$ cat config.mk
export PLATFORM = sky130hd
export DESIGN_NAME = tlbm_top
export DESIGN_NICKNAME = d
export VERILOG_FILES = /design/src/rtl/tlbm_pkg.sv /design/src/rtl/tlbm_match.sv /design/src/rtl/tlbm_victim.sv /design/src/rtl/tlbm_top.sv
export SDC_FILE = /design/constraint.sdc
export NUM_CORES = 1
export LEC_CHECK = 0
export CORE_ASPECT_RATIO = 1.5
export CORE_MARGIN = 3
export CORE_UTILIZATION = 50
export CTS_BUF_LIST = sky130_fd_sc_hd__clkbuf_4 sky130_fd_sc_hd__clkbuf_8
export CTS_CLUSTER_SIZE = 25
export DETAILED_ROUTE_END_ITERATION = 7
export PLACE_DENSITY = 0.73
export SYNTH_ARGS = -nofsm -noshare
export SYNTH_HDL_FRONTEND = slang
export SYNTH_SLANG_ARGS = --single-unit
$ cat constraint.sdc
create_clock -name clk -period 10 [get_ports clk]
set_input_delay 2.5 -clock clk [delete_from_list [all_inputs] [get_ports clk]]
set_output_delay 2.5 -clock clk [all_outputs]
set_load 0.05 [all_outputs]
$ cat src/rtl/tlbm_pkg.sv
package tlbm_pkg;
    localparam int VA_W    = 32;
    localparam int PA_W    = 32;
    localparam int N_ENT   = 8;

    typedef enum logic [1:0] {
        PG_8K   = 2'b00,
        PG_64K  = 2'b01,
        PG_512K = 2'b10,
        PG_4M   = 2'b11
    } pg_size_e;

    typedef struct packed {
        logic [VA_W-1:0] vtag;
        logic [PA_W-1:0] pbase;
        pg_size_e        size;
    } tlb_ent_t;

    typedef struct packed {
        logic            valid;
        logic            hit;
        logic            miss;
        logic            multi;
        logic [PA_W-1:0] pa;
    } tlb_res_t;

    function automatic int unsigned off_bits(pg_size_e s);
        case (s)
            PG_8K:   return 13;
            PG_64K:  return 16;
            PG_512K: return 19;
            default: return 22;
        endcase
    endfunction

    function automatic logic [VA_W-1:0] va_lo_mask(pg_size_e s);
        logic [VA_W-1:0] one;
        one = {{(VA_W-1){1'b0}}, 1'b1};
        return (one << off_bits(s)) - one;
    endfunction

    function automatic logic [PA_W-1:0] pa_lo_mask(pg_size_e s);
        logic [PA_W-1:0] one;
        one = {{(PA_W-1){1'b0}}, 1'b1};
        return (one << off_bits(s)) - one;
    endfunction
endpackage

$ cat src/rtl/tlbm_match.sv
module tlbm_match
    import tlbm_pkg::*;
(
    input  tlb_ent_t        ent,
    input  logic            ent_valid,
    input  logic [VA_W-1:0] va,
    output logic            hit,
    output logic [PA_W-1:0] pa
);
    logic [VA_W-1:0] vmask;
    logic [PA_W-1:0] pmask;
    logic [PA_W-1:0] va_as_pa;

    always_comb begin
        vmask    = va_lo_mask(ent.size);
        pmask    = pa_lo_mask(ent.size);
        va_as_pa = PA_W'(va);
        hit      = ent_valid && ((va & ~vmask) == (ent.vtag & ~vmask));
        pa       = (ent.pbase & ~pmask) | (va_as_pa & pmask);
    end
endmodule

$ cat src/rtl/tlbm_victim.sv
module tlbm_victim #(
    parameter int ENTRIES = 8,
    localparam int IDX_W  = (ENTRIES > 1) ? $clog2(ENTRIES) : 1
) (
    input  logic               clk,
    input  logic               rst,
    input  logic [ENTRIES-1:0] valid,
    input  logic               advance,
    output logic [IDX_W-1:0]   victim
);
    logic [IDX_W-1:0] rr_ptr;
    logic             any_free;
    logic [IDX_W-1:0] free_idx;

    always_comb begin
        any_free = 1'b0;
        free_idx = '0;
        for (int i = ENTRIES - 1; i >= 0; i--) begin
            if (!valid[i]) begin
                any_free = 1'b1;
                free_idx = IDX_W'(i);
            end
        end
        victim = any_free ? free_idx : rr_ptr;
    end

    always_ff @(posedge clk) begin
        if (rst)
            rr_ptr <= '0;
        else if (advance)
            rr_ptr <= (rr_ptr == IDX_W'(ENTRIES - 1)) ? '0 : rr_ptr + 1'b1;
    end

    a_r6_ptr_steps: assert property (@(posedge clk) disable iff (rst)
        advance |=> (rr_ptr == (($past(rr_ptr) == IDX_W'(ENTRIES - 1)) ? '0 : $past(rr_ptr) + 1'b1)));
    a_r6_ptr_holds: assert property (@(posedge clk) disable iff (rst)
        !advance |=> $stable(rr_ptr));
endmodule

$ cat src/rtl/tlbm_top.sv
module tlbm_top
    import tlbm_pkg::*;
#(
    parameter int ENTRIES = N_ENT,
    localparam int IDX_W  = (ENTRIES > 1) ? $clog2(ENTRIES) : 1
) (
    input  logic            clk,
    input  logic            rst,
    input  logic            flush,
    input  logic            lookup_valid,
    input  logic [VA_W-1:0] lookup_va,
    input  logic            fill_en,
    input  logic [VA_W-1:0] fill_va,
    input  logic [PA_W-1:0] fill_pa,
    input  logic [1:0]      fill_size,
    output logic            res_valid,
    output logic            res_hit,
    output logic            res_miss,
    output logic            res_multi,
    output logic [PA_W-1:0] res_pa
);
    tlb_ent_t           ents [ENTRIES];
    logic [ENTRIES-1:0] valid_q;
    logic [ENTRIES-1:0] hit_vec;
    logic [PA_W-1:0]    pa_vec [ENTRIES];
    logic [IDX_W-1:0]   victim;
    logic               fill_ok;
    tlb_res_t           res_d, res_q;
    pg_size_e           new_size;

    assign fill_ok  = fill_en && !flush;
    assign new_size = pg_size_e'(fill_size);

    for (genvar g = 0; g < ENTRIES; g++) begin : g_slot
        tlbm_match u_match (
            .ent       (ents[g]),
            .ent_valid (valid_q[g]),
            .va        (lookup_va),
            .hit       (hit_vec[g]),
            .pa        (pa_vec[g])
        );
    end

    tlbm_victim #(.ENTRIES(ENTRIES)) u_victim (
        .clk     (clk),
        .rst     (rst),
        .valid   (valid_q),
        .advance (fill_ok),
        .victim  (victim)
    );

    always_comb begin
        res_d       = '0;
        res_d.valid = lookup_valid;
        if (lookup_valid) begin
            res_d.hit   = |hit_vec;
            res_d.miss  = ~(|hit_vec);
            res_d.multi = $countones(hit_vec) > 1;
            for (int i = ENTRIES - 1; i >= 0; i--)
                if (hit_vec[i]) res_d.pa = pa_vec[i];
        end
    end

    always_ff @(posedge clk) begin
        if (rst) res_q <= '0;
        else     res_q <= res_d;
    end

    always_ff @(posedge clk) begin
        if (rst || flush)
            valid_q <= '0;
        else if (fill_ok)
            valid_q[victim] <= 1'b1;
    end

    always_ff @(posedge clk) begin
        if (fill_ok) begin
            ents[victim].vtag  <= fill_va & ~va_lo_mask(new_size);
            ents[victim].pbase <= fill_pa & ~pa_lo_mask(new_size);
            ents[victim].size  <= new_size;
        end
    end

    assign res_valid = res_q.valid;
    assign res_hit   = res_q.hit;
    assign res_miss  = res_q.miss;
    assign res_multi = res_q.multi;
    assign res_pa    = res_q.pa;

    a_r3_result_follows: assert property (@(posedge clk) disable iff (rst)
        lookup_valid |=> res_valid);
    a_r4_idle_quiet: assert property (@(posedge clk) disable iff (rst)
        !lookup_valid |=> !(res_valid || res_hit || res_miss || res_multi));
    a_r4_miss_no_pa: assert property (@(posedge clk) disable iff (rst)
        res_miss |-> (!res_hit && res_pa == '0));
    a_r7_multi_is_hit: assert property (@(posedge clk) disable iff (rst)
        res_multi |-> res_hit);
    a_r8_flush_empties: assert property (@(posedge clk) disable iff (rst)
        flush |=> (valid_q == '0));
    a_r5_fill_sets_valid: assert property (@(posedge clk) disable iff (rst)
        fill_ok |=> valid_q[$past(victim)]);
endmodule

; ---- Word level (Yosys, flattened, before mapping)
; Memory sizes are Yosys's and may differ from the RTL's.
; Index checks and enable logic that the tools add are counted.
[word_totals]
wordCells = 181
output_inout_bits = 36
input_bits = 103
mem_bits_rw = 528
mem_count = 1
ff_bits = 47
[mem_list]
columns = memory, words, word_bits, read_ports, rd_clocked_by_memory_dff, write_ports, line_no
row1 = ents, 8, 66, 8, 0, 1, tlbm_top.sv:22  ; tlb_ent_t ents [ENTRIES];
[classes]
n_lt_le_gt_ge = 3
muxes = 40
n_addsub = 17
n_eq_ne = 27
bitwise_logic = 54
n_shift = 9
n_reduce_logical = 23
[op_table]
columns = cell, n
row1 = $and A32 B32 Y32, 34
row2 = $mux W32, 9
row3 = $not A32 Y32, 9
row4 = $sub A32 B1 Y32 const B, 9
row5 = $eq A32 B32 Y1, 8
row6 = $or A32 B32 Y32, 8
row7 = $shl A1 B5 Y32 const A, 8
row8 = $pmux W5 S3, 9
row9 = $shl A1 B32 Y32 const A, 1
row10 = $mux W3, 10
row11 = $eq A2 B1 Y1 const B, 9
row12 = $eq A2 B2 Y1 const B, 9
row13 = $logic_not A2 Y1, 9
row14 = $mux W1, 11
row15 = $logic_and A1 B1 Y1, 10
row16 = $add A1 B1 Y2, 4
row17 = $or A8 B8 Y8, 1
row18 = $reduce_or A8 Y1, 1
row19 = $add A2 B2 Y3, 2
row20 = $add A3 B3 Y4, 1
row21 = $gt A4 B1 Y1 const B, 1
row22 = $lt A3 B4 Y1 const B, 1
row23 = $add A3 B1 Y3 const B, 1
row24 = $demux W1 S3, 1
row25 = other kinds (6), 7

; ---- Longest topological paths before layout
; Gate-level depths: netlist of the first run.
; An unclocked memory read counts as a cell.
[logic_depth]
word_depth = 17
depth_mapped = 26
mapped_depth_nobuf = 23

; ---- Cells and area by module
; Synthesis of the first run repeated with hierarchy kept, for this count alone.
[hier_totals]
cells_unflattened = 2260
hier_area_um2 = 30100.1
[by_module_without_submodules]
columns = module, area_each_um2, cells_per_inst, n_inst, seq_area_each_um2
row1 = tlbm_top, 19840.3, 1010, 1, 16736.1
row2 = tlbm_match at g_slot[0].u_match ..., 1261.2, 152, 6, 0.0
row3 = tlbm_match at g_slot[6].u_match, 1268.7, 159, 1, 0.0
row4 = tlbm_match at g_slot[7].u_match, 1213.7, 151, 1, 0.0
row5 = tlbm_victim, 210.2, 28, 1, 60.1

; ---- Worst setup path before layout of the first run
; OpenSTA, ideal clock, no wires.
[synth_path]
path_type = input -> register
from = input fill_en
to = memory ents[7][0] (netlist name), enable pin
slack_ns = 2.042
t_required_ns = 9.426
setup_time_ns = 0.574
cell_stages = 3
n_path_buf = 0
arrival_time_ns = 7.385
path_cell_list = nor2b_1 > nand2_1 > nor3_1
[synth_between]
elab_chain_cells = 3
[synth_rtl]
columns = item, line_no
row1 = from (decl), tlbm_top.sv:12  ; input logic fill_en,
row2 = $logic_and A1 B1 Y1, tlbm_top.sv:31  ; assign fill_ok = fill_en && !flush;
row3 = $mux W1, tlbm_top.sv:77  ; if (fill_ok) begin
row4 = $mux W1 (implied by the code), tlbm_top.sv:80  ; ents[victim].size <= new_size;
row5 = to (decl), tlbm_top.sv:22
; No other way between the ends.

; ---- Final worst setup path of the first run
[layout_path]
from = input lookup_va[0]
to = register res_q, in the netlist res_multi
[layout_between]
elab_chain_cells = 7
word_cells_on_any_way = 32
cone_classes = add/sub: 7 / order compare: 1 / eq/ne: 8 / bitwise: 8 / reduce/logical: 8
[layout_rtl]
columns = item, line_no
row1 = from (decl), tlbm_top.sv:11  ; input logic [VA_W-1:0] lookup_va,
row2 = $and A32 B32 Y32, tlbm_match.sv:18  ; hit = ent_valid && ((va & ~vmask) == (ent.vtag & ~vmask));
row3 = $eq A32 B32 Y1, tlbm_match.sv:18
row4 = $logic_and A1 B1 Y1, tlbm_match.sv:18
row5 = $add A1 B1 Y2 (implied by the code), tlbm_top.sv:58  ; res_d.multi = $countones(hit_vec) > 1;
row6 = $add A2 B2 Y3 (implied by the code), tlbm_top.sv:58
row7 = $add A3 B3 Y4 (implied by the code) (*), tlbm_top.sv:58
row8 = $gt A4 B1 Y1 (*), tlbm_top.sv:58
row9 = to (signal assigned), tlbm_top.sv:66  ; else res_q <= res_d;
row10 = to (decl), tlbm_top.sv:28  ; tlb_res_t res_d, res_q;
; Mark *: on every way between the ends. The rest lies on a longest branch, timed or not.
; A chain may end at the register's enable or synchronous reset.

==> results of run 1 <==
[where the power goes]
group | total, mW | switching, mW | internal [mW]
clock | 2.03 | 0.938 | 1.09
combinational | 0.371 | 0.240 | 0.131
sequential | 2.59 | 0.00705 | 2.58
total | 4.99 | 1.18 | 3.80
[final cells by class]
cell class,count,share of cell area [%]
inverter,52,0.592
timing repair buffer,194,5.46
antenna,3,0.0228
multi-input combinational,1548,35.8
sequential,561,49.7
clock buffer,123,4.72
tap,763,2.89
clock inverter,36,0.846
[sequential cells by signal (all words and copies together), names as in the netlist]
register	flops
valid_q	8
res_valid	1
u_victim.rr_ptr	3
res_hit	1
res_multi	1
res_miss	1
ents	514
res_pa	32
[critical path, cell delays in order]
cell,delay (ns)
sky130_fd_sc_hd__clkdlybuf4s50_1,0.90
sky130_fd_sc_hd__xnor2_1,0.19
sky130_fd_sc_hd__nor2_1,0.05
sky130_fd_sc_hd__a2111oi_0,0.61
sky130_fd_sc_hd__or4b_2,0.69
sky130_fd_sc_hd__or4_1,0.49
sky130_fd_sc_hd__buf_4,0.22
sky130_fd_sc_hd__clkinv_1,0.20
sky130_fd_sc_hd__fa_1,0.20
sky130_fd_sc_hd__inv_1,0.06
sky130_fd_sc_hd__fa_1,0.53
sky130_fd_sc_hd__inv_1,0.06
sky130_fd_sc_hd__fa_1,0.51
sky130_fd_sc_hd__ha_1,0.17
sky130_fd_sc_hd__inv_1,0.06
sky130_fd_sc_hd__fa_1,0.36
sky130_fd_sc_hd__inv_1,0.08
sky130_fd_sc_hd__nand3_1,0.07
sky130_fd_sc_hd__o21ai_0,0.07
sky130_fd_sc_hd__a21oi_1,0.09
[logic make-up after synthesis]
family          after synthesis  share of synthesized area (%)
other cells                   1                         0.0129
buf+inv                     230                           3.11
simple gates                480                           8.61
fa+ha+maj                    91                           4.03
flops                       561                           56.5
mux                         226                           7.96
xor+xnor                    288                           8.71
compound gates              454                           11.0
[per-stage QoR]
step	hold slack, ns	std cells
after detailed placement	0.486	3118
after global placement	0.475	3118
after floorplan	0.447	2339
after global routing	0.514	3278
after CTS	0.497	3277
final	0.501	3280
[layer usage]
metal / routed length (um) / GRT usage, % / share of wire (%)
met5: 27 / 0 / 0.026
met4: 10200 / 27.8 / 9.7
met3: 9660 / 6.65 / 9.2
met2: 48800 / 54.5 / 47
met1: 36100 / 39.6 / 34
[synth_stat cells (29+ instances only)]
cell type	number
sky130_fd_sc_hd__o21ai_0	65
sky130_fd_sc_hd__dfxtp_1	47
sky130_fd_sc_hd__clkbuf_1	141
sky130_fd_sc_hd__edfxtp_1	514
sky130_fd_sc_hd__and3_1	32
sky130_fd_sc_hd__nand3_1	30
sky130_fd_sc_hd__mux2_2	36
sky130_fd_sc_hd__ha_1	87
sky130_fd_sc_hd__xor2_1	125
sky130_fd_sc_hd__nor3_1	30
sky130_fd_sc_hd__o221ai_1	49
sky130_fd_sc_hd__xnor2_1	163
sky130_fd_sc_hd__nor2_1	81
sky130_fd_sc_hd__o22ai_1	29
sky130_fd_sc_hd__a21oi_1	95
sky130_fd_sc_hd__mux2i_1	190
sky130_fd_sc_hd__and2_1	41
sky130_fd_sc_hd__inv_1	50
sky130_fd_sc_hd__nand2_1	134
[how the worst max path moves through the flow]
stage | depth (start not counted) | to | start | slack (ns)
floorplan | 3 | ents[7][0] | fill_en | 2.04
global placement | 20 | res_multi | lookup_va[0] | 1.74
detailed placement | 20 | res_multi | lookup_va[0] | 1.75
CTS | 20 | res_multi | lookup_va[0] | 2.49
global route | 20 | res_multi | lookup_va[0] | 2.22
finish | 20 | res_multi | lookup_va[0] | 2.40
[layout by cell type, fill, tap and decap left out, types with 32 or more instances in the layout]
cell                              instances
sky130_fd_sc_hd__and3_1                  32
sky130_fd_sc_hd__buf_4                   56
sky130_fd_sc_hd__ha_1                    87
sky130_fd_sc_hd__a21oi_1                 95
sky130_fd_sc_hd__clkbuf_8               101
sky130_fd_sc_hd__xnor2_1                163
sky130_fd_sc_hd__nand2_1                134
sky130_fd_sc_hd__xor2_1                 125
sky130_fd_sc_hd__o221ai_1                49
sky130_fd_sc_hd__clkdlybuf4s50_1        138
sky130_fd_sc_hd__o21ai_0                 65
sky130_fd_sc_hd__and2_1                  41
sky130_fd_sc_hd__edfxtp_1               514
sky130_fd_sc_hd__nor2_1                  75
sky130_fd_sc_hd__inv_1                   49
sky130_fd_sc_hd__dfxtp_1                 47
sky130_fd_sc_hd__mux2_2                  36
sky130_fd_sc_hd__mux2i_1                190
==> summary by stage, run 1 <==
Outcome
The run finished with clean final reports.

STA
Setup violations remaining at the end of the flow were counted as 0. The final worst-path setup slack is between 2 and 2.5 ns. The worst path in the final design needs a cycle of 7.60 ns, including I/O delays and setup. For the pin with the worst max-slew slack, the measured transition is between 1 and 1.5 ns.

The number of pins exceeding their max-slew limit in the final report is 0. The worst pin sits at a relative slew slack of 15.2%. Setup repair after global routing left no endpoint under its margin. The final hold violation count is 0.

The final total negative setup slack is 0 ns. The achievable clock frequency is about 130 MHz. For the final database, setup skew stands at 0.0389 ns. After layout, the worst path uses ~76% of the clock period.

Floorplan
The area of the core is between 50000 and 60000 um2. The floorplan has 107 rows. 139 I/O pins were placed.

The vertical die dimension is 301 um. The effective utilization at floorplan is between 50% and 60%. The die covers between 60000 and 70000 um2.

Measured along the x axis, the die boundary spans roughly 200 um.

Critical path
The kind of capture point of the worst setup path is a register. The depth of the worst register-to-register path is 23. The endpoint identified for the worst register-to-register timing path is res_multi. In this run the register-to-register setup slack is roughly 3.4 ns.

Of all nets on the critical path, the largest fanout is 16. The startpoint of the most critical register-to-register path is ents[3][0]. The worst setup path is of the input port to register kind.

Data arrives at the worst endpoint at 8.12 ns. Data on the critical path is required at its endpoint by ~11 ns. The worst setup path is launched from an input port.

Logic synthesis
The post-synthesis async set-or-reset flop share is 0%. The synthesized design devotes to its leading area cell type between 50% and 60% of total area. The gate count of the mapped netlist is 2331. The Yosys step of the flow raised 0 warnings. By area the synthesized netlist is led by sky130_fd_sc_hd__edfxtp_1, sky130_fd_sc_hd__mux2i_1, sky130_fd_sc_hd__xnor2_1.

After synthesis the netlist holds a flip-flop and latch count of ~560. After synthesis the cells add up to a little under 30000 um2. For this run, the register share of the synthesized area comes to 56.5%. Summed over all instances, the cell type with the most area after synthesis is sky130_fd_sc_hd__edfxtp_1.

Each instance of the synthesized netlist takes up on average 12.4 um2. The synthesized design contains roughly 510 enable-type register cells. The most used flip-flop cell after synthesis is sky130_fd_sc_hd__edfxtp_1.

The number of unique standard cell types used by synthesis is 83.

Run
The count of maximum capacitance violations is 0.

Placement
The placed instance area is 31100 um2. The pre-CTS setup slack is about 1.7 ns. The HPWL after detailed placement is 74.4 mm. The count of buffers added on input and output ports is 138. Routability-driven placement finished with a final weighted congestion of about 1.

Route
The detail route stage leaves a number of antenna-violating nets equal to 0. The via-per-instance ratio is about 6.4. After detailed routing, the average wire length per cell comes to ~32 um. Summing over every cut layer, the via total after detailed routing is between 20k and 25k. The DRC violation count after routing is 0. The routed design has 105 mm of wire. The detailed router finished its first iteration with 2347 violations. The number of detailed-route iterations in the first pass is 5.

Worst hold path
The hold path startpoint is u_victim.rr_ptr[2]. The worst min-delay path class is register to register. The number of stages on the worst hold path is 2.

The worst hold path terminates at u_victim.rr_ptr[2].

Clock network
The post-CTS setup repair buffer count is 0. The H-tree depth is 3. The clock-pin slew reported for the worst setup and hold paths after clock tree synthesis is 0.06 ns. The longest clock path from root to sink contains 3 buffers.

The insertion delay to the later sink of the worst-skew pair is approximately 0.7 ns. The clock net in this run drives a total of 561 sinks. TritonCTS built the clock tree. After clock tree synthesis, the flow added hold-fix buffers numbering 0.

The TritonCTS buffer count is 85. The post-cts sizing count is 0. The tree is rooted in a sky130_fd_sc_hd__clkbuf_8.

Finish
The total area of sequential cells is ~16000 um2. The area of all placed cells without fillers is about 33000 um2. The layout cell share with drive strength beyond 1 is 10.5%. Cells fill 57.8% of the core in the end. The area growth from synthesis to layout is 13.8%. The filler cells instantiated in the layout total 4655. Summing all multi-input logic gate instances after layout gives roughly 12000 um2. The number of nets at the end of the flow is 2636.

GRT
The number of antenna violations at the first check in global routing is 5. The overall overflow remaining after global route is 0. Entering global routing, the biggest net connects 66 pins. The number of global-route vias before repair is around 20k. The first global-routing pass estimated ~150 mm of wire. The combined global-route utilization of all metal layers is 34.0%.

Pwr
Across the VDD grid, the largest voltage drop is around 0.12 mV. The design draws approximately 5 mW. The power per cell area is roughly 150 nW/um2. The static leakage is about 12 nW.
No activity file was read; power rests on OpenSTA's default activity.
==> inputs of run 2 (changes only) <==
- PLACE_DENSITY: 0.73 -> 0.76
- clock period: 10 -> 6.3 ns (I/O delays scaled with it)
==> run 2 against run 1 <==
Flip-flop and latch count is the same. Sequential share of layout area down 1.4 points. Utilization grew 1.6 points. Highest routed layer is now met4. Clock skew grew 0.011 ns. Critical path depth increased by 2. Worst hold slack lost 0.0037 ns. Routed wire length rose by 1.8%.
==> summary by stage, run 2 (same netlist as run 1, synthesis figures left out) <==
Outcome
The run finished with clean final reports.

Clock network
The post-CTS setup repair buffer count came to 0 (unchanged). The buffer levels on the longest clock path is 3 (unchanged). The clock tree from TritonCTS is done. The TritonCTS buffer count was 84 (-1.2%). The cts-stage hold buffer count came to 0 (unchanged). The insertion delay to the later sink of the worst-skew pair was 0.73 ns (+0.03 ns). The post-cts sizing count came to 0 (unchanged). The H-tree depth is 3 (unchanged). The clock-pin slew reported for the worst setup and hold paths after clock tree synthesis is 0.07 ns (about the same).

The root buffer cell is sky130_fd_sc_hd__clkbuf_8. The number of sinks driven by the clock tree is 561 (unchanged).

Finish
The most frequent standard cell in the layout excluding fill and tap cells is sky130_fd_sc_hd__edfxtp_1. The core utilization of the finished layout was 59.5% (+1.6 points). Relative to the synthesized area, the layout overhead comes to 17.1%. The top cell types in the final layout, fill and taps aside, are sky130_fd_sc_hd__edfxtp_1, sky130_fd_sc_hd__mux2i_1, sky130_fd_sc_hd__buf_4, sky130_fd_sc_hd__xnor2_1, sky130_fd_sc_hd__clkdlybuf4s50_1. The fill cell instance count of the final layout is 4649 (-0.13%). The number of nets at the end of the flow came to 2756 (+4.6%). The layout cell share with drive strength beyond 1 was 14.5% (+3.9 points). Counting flops per register, the top entry is ents.

The flip-flop count of the largest register, all copies and words added came to 514 (unchanged).

STA
The final count of negative-setup-slack endpoints is 0 (unchanged). The number of pins exceeding their max-slew limit in the final report was 0 (unchanged). The final total negative setup slack was 0 ns (unchanged). The final hold violation count came to 0 (unchanged). The slew at the pin with the worst max-slew slack was 1.14 ns (-0.129 ns).

Setup repair after global routing left no endpoint under its margin. The final worst-path setup slack is 0.122 ns (-2.28 ns). The final worst clock skew is 0.0502 ns (+0.0114 ns).

The time the worst path needs with I/O delays and setup is roughly 6.2 ns. Based on the critical path, the design can be clocked at up to between 150 and 200 MHz. The worst path uses 98.1% of the clock period. The worst slew margin relative to its limit is 22.8% (+7.6 points). The hold slack is 0.498 ns (-0.00370 ns).

Run
The count of maximum capacitance violations was 0 (unchanged).

Placement
The routability-driven placement congestion ratio is 1.07 (+4.9%). The pre-CTS setup slack is -0.553 ns (-2.30 ns). The half-perimeter wire length after detailed placement is 78.4 mm (+5.4%). The number of buffers added on ports came to 138 (unchanged).

Critical path
The worst setup path is launched from an input port. The depth of the worst register-to-register path is 22 (-4.3%). The data arrival time of the critical path is 6.76 ns (-1.36 ns). The largest driver fanout on the critical path is 2 (-14). The beginning of the critical path is lookup_va[23]. STA classifies the critical path endpoint as a register. The startpoint of the most critical register-to-register path is ents[0][1]. The required time reported for the critical path endpoint is 6.89 ns (-3.64 ns). The kind of critical path is input port to register.

Route
The remaining number of nets flagged by the antenna check after routing was 0 (unchanged). The vias after detailed routing is 21.3k (+2.0%). The number of detailed-route iterations in the first pass is 6 (+1). The number of design-rule violations left by the first detailed-router iteration is 1990 (-15%). The DRC violation count after routing was 0 (unchanged). The via-per-instance ratio is 6.26 (-1.6%).

The routed wire length per instance was 31.4 um (-1.7%). The sum of routed wire length over all layers is 107 mm (+1.8%).

Worst hold path
The worst hold path begins at u_victim.rr_ptr[2]. The worst min-delay path class is register to register. The number of stages on the worst hold path is 2 (unchanged).

Floorplan
The effective utilization at floorplan is 50.8% (unchanged). The area of the core is 57000 um2 (unchanged). The die outline area is 60900 um2 (unchanged). The count of pins on the block boundary was 139 (unchanged). The number of placement rows is 107 (unchanged).

The vertical die dimension is 301 um (unchanged). The die boundary width came to 203 um (unchanged).

GRT
The combined global-route utilization of all metal layers is 34.7% (+0.72 points). The wire length of the first global-routing pass is 151 mm (+2.6%). The number of antenna violations at the first check in global routing was 7 (+2). The pin count of the biggest net entering global routing is 66 (unchanged). The overall overflow remaining after global route is 0 (unchanged).

The number of global-route vias before repair came to 21.4k (+4.1%).

Pwr
The power per cell area is 232 nW/um2 (+53%). The static leakage came to 12.5 nW (+4.9%). The maximum VDD drop came to 0.228 mV (+89%).
run 2: cell count changes in the layout (fill, tap and decap cells not counted), moves of 2 or more:
| cell | before | now |
|---|---|---|
| sky130_fd_sc_hd__clkbuf_8 | 101 | 87 |
| sky130_fd_sc_hd__buf_12 | 0 | 10 |
| sky130_fd_sc_hd__a2111oi_1 | 1 | 3 |
| sky130_fd_sc_hd__buf_4 | 56 | 167 |
| sky130_fd_sc_hd__nor3_4 | 0 | 2 |
| sky130_fd_sc_hd__a2111oi_0 | 7 | 5 |
| sky130_fd_sc_hd__clkinv_2 | 17 | 13 |
| sky130_fd_sc_hd__nor3_2 | 3 | 1 |
| sky130_fd_sc_hd__clkbuf_4 | 22 | 35 |
| sky130_fd_sc_hd__clkinvlp_4 | 1 | 3 |
run 2: worst paths after layout:
path	end	slack [ns]
min	u_victim.rr_ptr[2]	0.50
min reg2reg	u_victim.rr_ptr[2]	0.50
max	res_multi	0.12
max reg2reg	res_multi	0.17
run 2: critical path, cell delays in order:
cell and delay (ns):
sky130_fd_sc_hd__clkdlybuf4s50_1 0.46, sky130_fd_sc_hd__buf_4 0.16, sky130_fd_sc_hd__xnor2_1 0.14, sky130_fd_sc_hd__buf_4 0.15, sky130_fd_sc_hd__nand4_1 0.11, sky130_fd_sc_hd__a2111oi_1 0.36, sky130_fd_sc_hd__buf_4 0.20, sky130_fd_sc_hd__or4b_2 0.65
sky130_fd_sc_hd__or4_1 0.55, sky130_fd_sc_hd__clkinv_1 0.10, sky130_fd_sc_hd__fa_1 0.16, sky130_fd_sc_hd__inv_1 0.06, sky130_fd_sc_hd__fa_1 0.53, sky130_fd_sc_hd__inv_1 0.06, sky130_fd_sc_hd__fa_1 0.53, sky130_fd_sc_hd__ha_1 0.20
sky130_fd_sc_hd__inv_1 0.07, sky130_fd_sc_hd__fa_1 0.36, sky130_fd_sc_hd__inv_1 0.08, sky130_fd_sc_hd__nand3_1 0.07, sky130_fd_sc_hd__o21ai_0 0.09, sky130_fd_sc_hd__a21oi_1 0.10
run 2: final cells by class:
class	count	area, um2	share of cell area [%]
Clock inverter	34	264	0.778
Tap cell	763	955	2.81
Multi-Input combinational cell	1548	11800	34.9
Sequential cell	561	16400	48.3
Inverter	52	195	0.575
Timing Repair Buffer	315	2840	8.36
Clock buffer	122	1460	4.30
Antenna cell	3	7.51	0.0221
run 2: metrics by stage:
step	power (mW)	cell area, um2	instances
after global routing	8.07	33900	3396
final	7.87	33900	3398
after global placement	4.81	32200	3239
after CTS	7.87	33900	3395
after floorplan	4.51	29000	2339
after detailed placement	4.82	32200	3239
run 2: layer usage:
layer | part of all wire (%) | GRT usage, % | wire length, um | up-vias
met2 | 48 | 57.4 | 50900 | 1273
li1 | - | - | - | 9178
met1 | 34 | 39.4 | 36500 | 10500
met5 | 0 | 0 | 0 | -
met3 | 8.2 | 6.27 | 8700 | 387
met4 | 9.9 | 27.9 | 10600 | 0
run 2: report_power, final:
part	internal (mW)	total [mW]	switching (mW)	leakage, nW
Sequential	4.10	4.11	0.0107	5.13
Clock	1.63	3.11	1.49	0.919
Combinational	0.243	0.646	0.403	6.49
Total	5.97	7.87	1.90	12.5
